<file path="config.mk">
export PLATFORM = sky130hd
export DESIGN_NAME = data_prot_unit
export DESIGN_NICKNAME = d
export VERILOG_FILES = /design/src/rtl/dpu_pkg.sv /design/src/rtl/dpu_cfg_regs.sv /design/src/rtl/dpu_region_cmp.sv /design/src/rtl/dpu_region_pick.sv /design/src/rtl/dpu_perm_chk.sv /design/src/rtl/data_prot_unit.sv
export SDC_FILE = /design/constraint.sdc
export NUM_CORES = 1
export LEC_CHECK = 0
export BUFFER_PORTS_ARGS = -buffer_cell sky130_fd_sc_hd__buf_2
export CORE_MARGIN = 1
export CORE_UTILIZATION = 53
export DETAILED_ROUTE_END_ITERATION = 7
export PLACE_DENSITY = 0.77
export SLEW_MARGIN = 25
export SYNTH_ARGS = -nofsm -noshare
export SYNTH_HDL_FRONTEND = slang
export SYNTH_SLANG_ARGS = --single-unit
</file>
<file path="constraint.sdc">
create_clock -name clk -period 3.2 [get_ports clk]
set_clock_uncertainty 0.05 [all_clocks]
set_input_delay 0.64 -clock clk [delete_from_list [all_inputs] [get_ports clk]]
set_output_delay 0.64 -clock clk [all_outputs]
set_load 0.03 [all_outputs]
</file>
<file path="src/rtl/dpu_pkg.sv">
package dpu_pkg;
    localparam int SIZE_W     = 4;
    localparam int PERM_W     = 2;
    // region word field positions
    localparam int R_PERM_LSB = 0;
    localparam int R_ATTR_LSB = 4;
    localparam int R_SIZE_LSB = 8;
    // global word field positions
    localparam int G_EN_LSB   = 0;
    localparam int G_PERM_LSB = 8;
    localparam int G_ATTR_LSB = 12;

    typedef enum logic [PERM_W-1:0] {
        PERM_NONE      = 2'b00,
        PERM_SUP       = 2'b01,
        PERM_SUP_UREAD = 2'b10,
        PERM_ALL       = 2'b11
    } perm_e;
endpackage

</file>
<file path="src/rtl/dpu_cfg_regs.sv">
module dpu_cfg_regs
    import dpu_pkg::*;
#(
    parameter int ADDR_W  = 32,
    parameter int NREG    = 4,
    parameter int ATTR_W  = 4,
    parameter int MIN_LOG = 12,
    localparam int SEL_W  = $clog2(NREG + 1),
    localparam int BASE_W = ADDR_W - MIN_LOG
) (
    input  logic                             clk,
    input  logic                             rst_n,
    input  logic                             cfg_we,
    input  logic [SEL_W-1:0]                 cfg_sel,
    input  logic [ADDR_W-1:0]                cfg_wdata,
    output logic [NREG-1:0][BASE_W-1:0]      base_q,
    output logic [NREG-1:0][SIZE_W-1:0]      size_q,
    output logic [NREG-1:0][PERM_W-1:0]      perm_q,
    output logic [NREG-1:0][ATTR_W-1:0]      attr_q,
    output logic [NREG-1:0]                  en_q,
    output logic [PERM_W-1:0]                gperm_q,
    output logic [ATTR_W-1:0]                gattr_q
);
    logic unused_wbits;
    assign unused_wbits = ^cfg_wdata;

    always_ff @(posedge clk or negedge rst_n) begin
        if (!rst_n) begin
            base_q  <= '0;
            size_q  <= '0;
            perm_q  <= '0;
            attr_q  <= '0;
            en_q    <= '0;
            gperm_q <= PERM_ALL;
            gattr_q <= '0;
        end else if (cfg_we) begin
            for (int i = 0; i < NREG; i++) begin
                if (cfg_sel == SEL_W'(i)) begin
                    base_q[i] <= cfg_wdata[ADDR_W-1:MIN_LOG];
                    size_q[i] <= cfg_wdata[R_SIZE_LSB +: SIZE_W];
                    perm_q[i] <= cfg_wdata[R_PERM_LSB +: PERM_W];
                    attr_q[i] <= cfg_wdata[R_ATTR_LSB +: ATTR_W];
                end
            end
            if (cfg_sel == SEL_W'(NREG)) begin
                en_q    <= cfg_wdata[G_EN_LSB +: NREG];
                gperm_q <= cfg_wdata[G_PERM_LSB +: PERM_W];
                gattr_q <= cfg_wdata[G_ATTR_LSB +: ATTR_W];
            end
        end
    end
endmodule

</file>
<file path="src/rtl/dpu_region_cmp.sv">
module dpu_region_cmp
    import dpu_pkg::*;
#(
    parameter int ADDR_W   = 32,
    parameter int MIN_LOG  = 12,
    parameter int MAX_STEP = 12,
    localparam int BASE_W  = ADDR_W - MIN_LOG
) (
    input  logic [BASE_W-1:0] page,
    input  logic [BASE_W-1:0] base,
    input  logic [SIZE_W-1:0] size_code,
    input  logic              enable,
    output logic              hit
);
    logic [SIZE_W-1:0] step;
    logic [BASE_W-1:0] keep;

    always_comb begin
        step = (size_code > SIZE_W'(MAX_STEP)) ? SIZE_W'(MAX_STEP) : size_code;
        for (int b = 0; b < BASE_W; b++) begin
            keep[b] = (b >= int'(step));
        end
    end

    assign hit = enable && (((page ^ base) & keep) == '0);
endmodule

</file>
<file path="src/rtl/dpu_region_pick.sv">
module dpu_region_pick
    import dpu_pkg::*;
#(
    parameter int NREG   = 4,
    parameter int ATTR_W = 4
) (
    input  logic [NREG-1:0]              hit_vec,
    input  logic [NREG-1:0][PERM_W-1:0]  perm_q,
    input  logic [NREG-1:0][ATTR_W-1:0]  attr_q,
    input  logic [PERM_W-1:0]            gperm,
    input  logic [ATTR_W-1:0]            gattr,
    output logic [NREG-1:0]              sel_oh,
    output logic [PERM_W-1:0]            eff_perm,
    output logic [ATTR_W-1:0]            eff_attr
);
    always_comb begin
        sel_oh   = '0;
        eff_perm = gperm;
        eff_attr = gattr;
        for (int i = NREG - 1; i >= 0; i--) begin
            if (hit_vec[i]) begin
                sel_oh    = '0;
                sel_oh[i] = 1'b1;
                eff_perm  = perm_q[i];
                eff_attr  = attr_q[i];
            end
        end
    end
endmodule

</file>
<file path="src/rtl/dpu_perm_chk.sv">
module dpu_perm_chk
    import dpu_pkg::*;
(
    input  logic [PERM_W-1:0] perm,
    input  logic              is_write,
    input  logic              is_user,
    output logic              ok
);
    always_comb begin
        unique case (perm_e'(perm))
            PERM_NONE:      ok = 1'b0;
            PERM_SUP:       ok = !is_user;
            PERM_SUP_UREAD: ok = !is_user || !is_write;
            PERM_ALL:       ok = 1'b1;
            default:        ok = 1'b0;
        endcase
    end
endmodule

</file>
<file path="src/rtl/data_prot_unit.sv">
module data_prot_unit
    import dpu_pkg::*;
#(
    parameter int ADDR_W   = 32,
    parameter int NREG     = 4,
    parameter int ATTR_W   = 4,
    parameter int MIN_LOG  = 12,
    parameter int MAX_STEP = 12,
    localparam int SEL_W   = $clog2(NREG + 1),
    localparam int BASE_W  = ADDR_W - MIN_LOG
) (
    input  logic              clk,
    input  logic              rst_n,
    input  logic              cfg_we,
    input  logic [SEL_W-1:0]  cfg_sel,
    input  logic [ADDR_W-1:0] cfg_wdata,
    input  logic              acc_valid,
    input  logic [ADDR_W-1:0] acc_addr,
    input  logic              acc_write,
    input  logic              acc_user,
    input  logic              acc_dr_en,
    output logic              acc_grant,
    output logic              acc_fault,
    output logic [ATTR_W-1:0] acc_attr
);
    logic [NREG-1:0][BASE_W-1:0] base_q;
    logic [NREG-1:0][SIZE_W-1:0] size_q;
    logic [NREG-1:0][PERM_W-1:0] perm_q;
    logic [NREG-1:0][ATTR_W-1:0] attr_q;
    logic [NREG-1:0]             en_q;
    logic [PERM_W-1:0]           gperm_q;
    logic [ATTR_W-1:0]           gattr_q;
    logic [NREG-1:0]             hit_vec;
    logic [NREG-1:0]             sel_oh;
    logic [PERM_W-1:0]           eff_perm;
    logic [ATTR_W-1:0]           eff_attr;
    logic                        perm_ok;
    logic                        unused_low;

    assign unused_low = ^acc_addr[MIN_LOG-1:0];

    dpu_cfg_regs #(
        .ADDR_W(ADDR_W), .NREG(NREG), .ATTR_W(ATTR_W), .MIN_LOG(MIN_LOG)
    ) u_regs (
        .clk(clk), .rst_n(rst_n), .cfg_we(cfg_we), .cfg_sel(cfg_sel),
        .cfg_wdata(cfg_wdata), .base_q(base_q), .size_q(size_q),
        .perm_q(perm_q), .attr_q(attr_q), .en_q(en_q),
        .gperm_q(gperm_q), .gattr_q(gattr_q)
    );

    for (genvar g = 0; g < NREG; g++) begin : g_cmp
        dpu_region_cmp #(
            .ADDR_W(ADDR_W), .MIN_LOG(MIN_LOG), .MAX_STEP(MAX_STEP)
        ) u_cmp (
            .page(acc_addr[ADDR_W-1:MIN_LOG]), .base(base_q[g]),
            .size_code(size_q[g]), .enable(en_q[g]), .hit(hit_vec[g])
        );
    end

    dpu_region_pick #(.NREG(NREG), .ATTR_W(ATTR_W)) u_pick (
        .hit_vec(hit_vec), .perm_q(perm_q), .attr_q(attr_q),
        .gperm(gperm_q), .gattr(gattr_q), .sel_oh(sel_oh),
        .eff_perm(eff_perm), .eff_attr(eff_attr)
    );

    dpu_perm_chk u_perm (
        .perm(eff_perm), .is_write(acc_write), .is_user(acc_user), .ok(perm_ok)
    );

    always_comb begin
        if (!acc_dr_en) begin
            acc_grant = acc_valid;
            acc_fault = 1'b0;
            acc_attr  = gattr_q;
        end else begin
            acc_grant = acc_valid && perm_ok;
            acc_fault = acc_valid && !perm_ok;
            acc_attr  = eff_attr;
        end
    end
endmodule

</file>
==> impl_results.md, run 1 <==
* GRT Residual Overflow at 0
* WL per Instance at 19.8 um
* Antenna Nets Post-Route at 0
* # IOs at 80
* Warning count from the yosys run at 0
* Gr usage total at 27.4%
* Yosys top cell by area: dfrtp_1
* Asr flop ratio synth at 100%
* Die X at 113 um
* Core Footprint at 12000 um2
* Final Hold Vio Count at 0
* CP startpoint: u_regs.size_q[4]
* Clk buf depth at 2
* Critical Path Fanout Max at 4
* Maximum vdd drop at 350 uV
* Seq/Total Area, Yosys at 50.2%
* DRC violations left at 0
* Final WL at 16.1 mm
* Clk Latency, worst-skew pair at 0.42 ns
* Synth unique cells at 50
* Share of the synthesized area in the top cell type at 49.4%
* Initial Util at 54.2%
* Most frequent cell after synthesis: mux2_2
* Clock transition at the registers of the reported paths at 0.05 ns
* Die Ht at 113 um
* Worst endpoint data arrival time at 3.02 ns
* Vias post-DR at 4713
* EDFF count, synth at 0
* Status: finished with violations
* # port buffers at 67
* Initial antenna violation count at 1
* # nets final at 728
* Syn Area/Cell at 12.4 um2
* ANT cells at 0
* Reg2Reg Launch Point: u_regs.size_q[4]
* Yosys reg bits at 130
* Min Hold Slack at 0.203 ns
* Post-synth top cells: 132 x mux2_2, 128 x dfrtp_1, 59 x xnor2_1, 21 x xor2_1, 18 x nand2_1
* Startpoint types: flop
* CP required at 2.51 ns
* Max Fclk at 269 MHz
* Mapped cell area at 6490 um2
* Num rows at 40
* Pwr Density at 667 nW/um2
* Slowest CP cell: dfrtp_1
* Setup tns final at -2.58 ns
* CTS tree: yes
* Number of max-cap violations at 0
* Fin crit share at 116%
* Crit-path max cell delay at 0.42 ns
* Gpl congestion at 0.872
* Minimum clock period at 3.71 ns
* Vias in the first global route at 5129
* Cells along the critical path: buf_4 > nand3_1 > a21oi_1 > o22ai_1 > nor4_2 > buf_4 > and2_4 > or2_4 > o31a_1 > o211ai_2 > and3_4 > buf_6
* Setup-failing EPs final at 6
* Area Overhead vs Synth at 25.5%
* Hold Buf Count CTS at 0
* Number of detailed-route iterations in the first pass at 5
* Clk sink count at 130
* Die area at 12700 um2
* Design area at 8150 um2
* R2R cell count at 2
* Cts bufs inserted at 17
* Final Util at 68.1%
* CP Capture Type: primary output
* Syn nets at 597
* Fin. max-slew vios at 0
* Setup WS post-layout at -0.512 ns
* Largest cells by area after synthesis: dfrtp_1 49%, mux2_2 23%, xnor2_1 8.0%, xor2_1 2.8%, o21ai_0 1.3%
* Area post-placement at 7470 um2
* Top_reg_cell synth: dfrtp_1
* Most common cell on crit path: buf_4
* Fill count at 834
* Detailed-placement wirelength estimate at 11.3 mm
* Share of post-route cells with drive strength above 1 at 48.6%
* Post-Synthesis Cells at 523
* Clock Tree Root: clkbuf_16
* Global-route wire length before repair at 25.9 mm
* Worst relative slew slack at 55.3%
* Worst-Margin Slew at 0.671 ns
* Drt via density at 5.81
* DRT iter0 DRCs at 228
* Leakage at 0.00353 uW
* RSZ-0062 raised after global routing: true
* Kind of critical path: reg2out
* Worst min path class: in2async
* Violated checks: negative setup slack
* Max H-tree Level at 4
* Largest net degree at the start of global routing at 51
-- metal layers --
metal | vias to the layer above | GRT usage, % | share of wire, %
met4 | 2 | 14.1 | 3.4
met1 | 2388 | 32.2 | 41
met5 | - | 0 | 0.062
met3 | 50 | 6.26 | 4.7
met2 | 133 | 47.0 | 50
li1 | 2140 | - | -
-- report_power, final --
part	switching [uW]	internal, uW	leakage, uW
logic	625	746	0.00170
registers	280	2010	0.00156
clock network	667	1100	0.000271
-- sequential cells by signal, summed over array words and instances, names as in the netlist --
name	flops
u_regs.gperm_q	2
u_regs.attr_q	16
u_regs.base_q	80
u_regs.size_q	16
u_regs.en_q	4
u_regs.gattr_q	4
u_regs.perm_q	8
-- area by class of cell --
type                       instances  area, um2  share of cell area [%]
sequential                       130       3260                    40.0
multi-input combinational        365       3250                    40.0
inverter                           6       22.5                   0.276
tap                              147        184                    2.26
clock inverter                     7       60.1                   0.737
clock buffer                      22        474                    5.82
timing repair buffer             134        895                    11.0
-- logic make-up (layout without fill, tap and decap cells) --
group	after synthesis	in the layout	share of synthesized area (%)
and+or+nand+nor	87	87	7.50
muxes	137	137	23.7
AOI/OAI and AO/OA	61	61	6.17
DFF	130	130	50.2
xor gates and xnor gates	80	80	10.8
buffers and inverters	28	169	1.68
-- final timing paths --
path	to	slack, ns
setup / recovery	acc_grant	-0.51
hold / removal	u_regs.base_q[68]	0.20
setup reg to reg	u_regs.size_q[4]	2.19
hold reg to reg	u_regs.perm_q[6]	0.45
max in group asynchronous	u_regs.gperm_q[0]	2.12
min in group clk	u_regs.en_q[3]	0.40
-- cells in the final DEF, fill, tap and decap left out, types with 4 or more instances in the layout --
master     Yosys  layout
o21ai_0       17      14
nand3_1       10      10
nand4_1       10      10
buf_6          0       7
clkinv_2       0       6
dfrtp_1      128     128
o211ai_1       8       8
a22oi_1        5       5
clkbuf_16      0      17
xnor2_2        0       5
mux2i_1        5       5
xnor2_1       59      54
a21oi_1       11       8
mux2_2       132     132
xor2_1        21      20
nor2_1         9       8
buf_4          0      66
nor4_1         6       4
and3_1         5       4
nor2b_1        4       4
inv_1          6       6
buf_2          2      60
nor3_1         7       6
nand2_1       18      17
-- worst max-delay path: cells and delay by family (launching register included) --
family | cells | cell delay [ns]
AO/OA/AOI/OAI | 4 | 0.96
AND/OR/NAND/NOR | 5 | 0.79
buffers and inverters | 3 | 0.43
flip-flops | 1 | 0.42
-- repair_timing --
action / 4_1_cts / 5_1_grt
pin swaps: 12 / 6
setup endpoints to repair: 6 / 6
resized for setup: 24 / 9
setup buffers: 1 / 2
-- metrics by stage --
stage          power [uW]  worst slack [ns]  cells
2_1_floorplan        3070           -0.0623    523
3_3_place_gp         3520            -0.516    779
3_5_place_dp         3600            -0.579    779
4_1_cts              5430            -0.527    809
5_1_grt              5680            -0.628    811
6_report             5440            -0.512    811
Power figures use the tool's default switching activity.
==> run 2: changes to the inputs <==
- CORE_UTILIZATION: 53 -> 63
- PLACE_DENSITY: 0.77 -> 0.86
- clock period: 3.2 -> 4.6 ns (I/O delays scaled with it)
==> impl_results.md, run 2 (synthesis gave the netlist of run 1 again) <==
* Top reg by flops: u_regs.base_q
* Worst min path class: in2async
* Most common cell after layout, fill and taps aside: mux2_2
* Placed cell count at 708 (-9.1%)
* Setup WS post-layout at 0.158 ns (+0.671 ns)
* Final std cells w/o fill at 739 (-8.9%)
* Critical R2R Capture: u_regs.size_q[14]
* Vias in the first global route at 4593 (-10%)
* Number of max-cap violations at 0 (unchanged)
* Switching part of the total at 28.1% (-0.83 points)
* Sequential power share at 42.1% (about the same)
* Area Overhead vs Synth at 17.3%
* Final WL at 15.2 mm (-5.4%)
* Top flop regs: u_regs.base_q (80), u_regs.attr_q (16), u_regs.size_q (16)
* Multi-input logic area at 3140 um2 (-3.6%)
* Hold Buf Count CTS at 0 (unchanged)
* Pwr Density at 501 nW/um2 (-25%)
* CP required at 3.63 ns (+1.12 ns)
* Worst endpoint data arrival time at 3.47 ns (+0.45 ns)
* M3 GR Usage at 8.60% (+2.3 points)
* Final Hold Vio Count at 0 (unchanged)
* Clk buf depth at 2 (unchanged)
* Maximum vdd drop at 338 uV (-3.5%)
* Global-route wire length before repair at 23.9 mm (-8.0%)
* Number of detailed-route iterations in the first pass at 6 (+1)
* Critical Path Fanout Max at 4 (unchanged)
* WL per Instance at 20.6 um (+3.8%)
* Clk sink count at 130 (unchanged)
* Kind of critical path: in2out
* DRC violations left at 0 (unchanged)
* Dpl ws at 0.286 ns (+0.866 ns)
* Max H-tree Level at 4 (unchanged)
* RSZ-0062 raised after global routing: false
* Initial Util at 65.8% (+12 points)
* Antenna Nets Post-Route at 0 (unchanged)
* Setup tns final at 0 ns (+2.58 ns)
* Gr usage total at 31.2% (+3.9 points)
* Vias post-DR at 4540 (-3.7%)
* Comb power frac at 20.8% (-4.4 points)
* Detailed-placement wirelength estimate at 10.1 mm (-11%)
* Worst-Margin Slew at 0.770 ns (+0.0991 ns)
* # port buffers at 67 (unchanged)
* Met1 Track Usage GR at 39.2% (+7.0 points)
* Gpl congestion at 0.905 (+3.8%)
* Worst relative slew slack at 48.7% (-6.6 points)
* CP Capture Type: primary output
* ANT cells at 0 (unchanged)
* Initial antenna violation count at 0 (-1)
* Status: complete, no violations
* Cts bufs inserted at 17 (unchanged)
* Clk Latency, worst-skew pair at 0.53 ns (+0.11 ns)
* Die Ht at 103 um (-8.1%)
* Core Footprint at 9860 um2 (-18%)
* Gr busiest metal: met2
* Most frequent cells in the layout: 132 x mux2_2, 128 x dfrtp_1, 66 x buf_2, 59 x xnor2_1, 21 x xor2_1
* Register area at 3260 um2 (unchanged)
* Clock transition at the registers of the reported paths at 0.06 ns (about the same)
* Startpoint types: input pin
* Largest net degree at the start of global routing at 71 (+39%)
* Switching power total at 1070 uW (-32%)
* Reg2Reg Launch Point: u_regs.size_q[14]
* Clock Tree Root: clkbuf_8
* Internal Pwr Total at 2740 uW (-29%)
* CTS resizes at 0 (-100%)
* DRT iter0 DRCs at 258 (+13%)
* GRT Residual Overflow at 0 (unchanged)
* Die area at 10700 um2 (-16%)
* Clock group share of total power at 37.1% (+4.5 points)
* Grt met2 use at 50.6% (+3.6 points)
* Die X at 103 um (-8.1%)
* Setup Fix Bufs, Post-CTS at 0 (-1)
* Drt via density at 6.14 (+5.7%)
* Setup-failing EPs final at 0 (-6)
* # nets final at 668 (-8.2%)
* Minimum clock period at 4.44 ns
* Fill count at 583 (-30%)
* R2R cell count at 1 (-1)
* R2R Setup Slk at 3.63 ns (+1.44 ns)
* Max reg flops at 80 (unchanged)
* Min Hold Slack at 0.407 ns (+0.204 ns)
* Max Fclk at 225 MHz
* Fin. max-slew vios at 0 (unchanged)
* # IOs at 80 (unchanged)
* Num rows at 36 (-10%)
* Share of post-route cells with drive strength above 1 at 40.9% (-7.7 points)
* Fin crit share at 96.6%
* Leakage at 0.00322 uW (-8.9%)
* CTS tree: yes
[run 2: cell count changes in the layout (fill, tap and decap cells not counted), moves of 3 or more]
cell       previous run  this run
bufinv_16             1         4
buf_6                 7         0
a21oi_2               3         0
buf_4                66         7
xnor2_2               5         0
a21oi_1               8        11
o21ai_0              14        17
xnor2_1              54        59
buf_2                60        66
[run 2: power groups by stage]
stage	logic, uW	clock network (uW)	registers, uW
final	792	1420	1600
after global routing	860	1470	1630
after CTS	786	1420	1600
after floorplan	571	0	1550
after detailed placement	772	0	1610
after global placement	739	0	1590
[run 2: area by class of cell]
class | instances | share of cell area (%)
sequential | 130 | 42.8
multi-input combinational | 365 | 41.2
timing repair buffer | 74 | 5.30
clock inverter | 10 | 2.04
clock buffer | 21 | 6.17
inverter | 6 | 0.296
tap | 133 | 2.19
[run 2: routing by layer]
layer	share of wire [%]	wire length, um	vias up
met5	0	0	-
li1	-	-	2028
met1	40	6130	2288
met3	7.0	1070	43
met4	2.4	366	0
met2	50	7640	181
[run 2: critical path, stage by stage]
cell and delay [ns]:
buf_2 0.14, xor2_1 0.17, a21oi_1 0.26, o22ai_1 0.20, nor4_1 0.52, and2_4 0.24, nor2b_1 0.39, a22oi_1 0.14
o21ai_0 0.13, mux2_2 0.18, buf_2 0.18
[run 2: worst max path at each step]
stage,start,to
detailed placement,acc_addr[22],acc_attr[0]
global route,acc_addr[18],acc_fault
finish,acc_addr[20],acc_attr[2]
CTS,u_regs.size_q[14],acc_attr[3]
floorplan,acc_addr[18],acc_fault
global placement,acc_addr[17],acc_grant
[run 2: through the flow]
stage,util (%),area [um2],total power (uW)
after floorplan,-,6490,2120
after global placement,70.8,6980,2330
after detailed placement,70.8,6980,2380
after CTS,77.1,7600,3810
after global routing,77.1,7610,3970
final,77.1,7610,3810
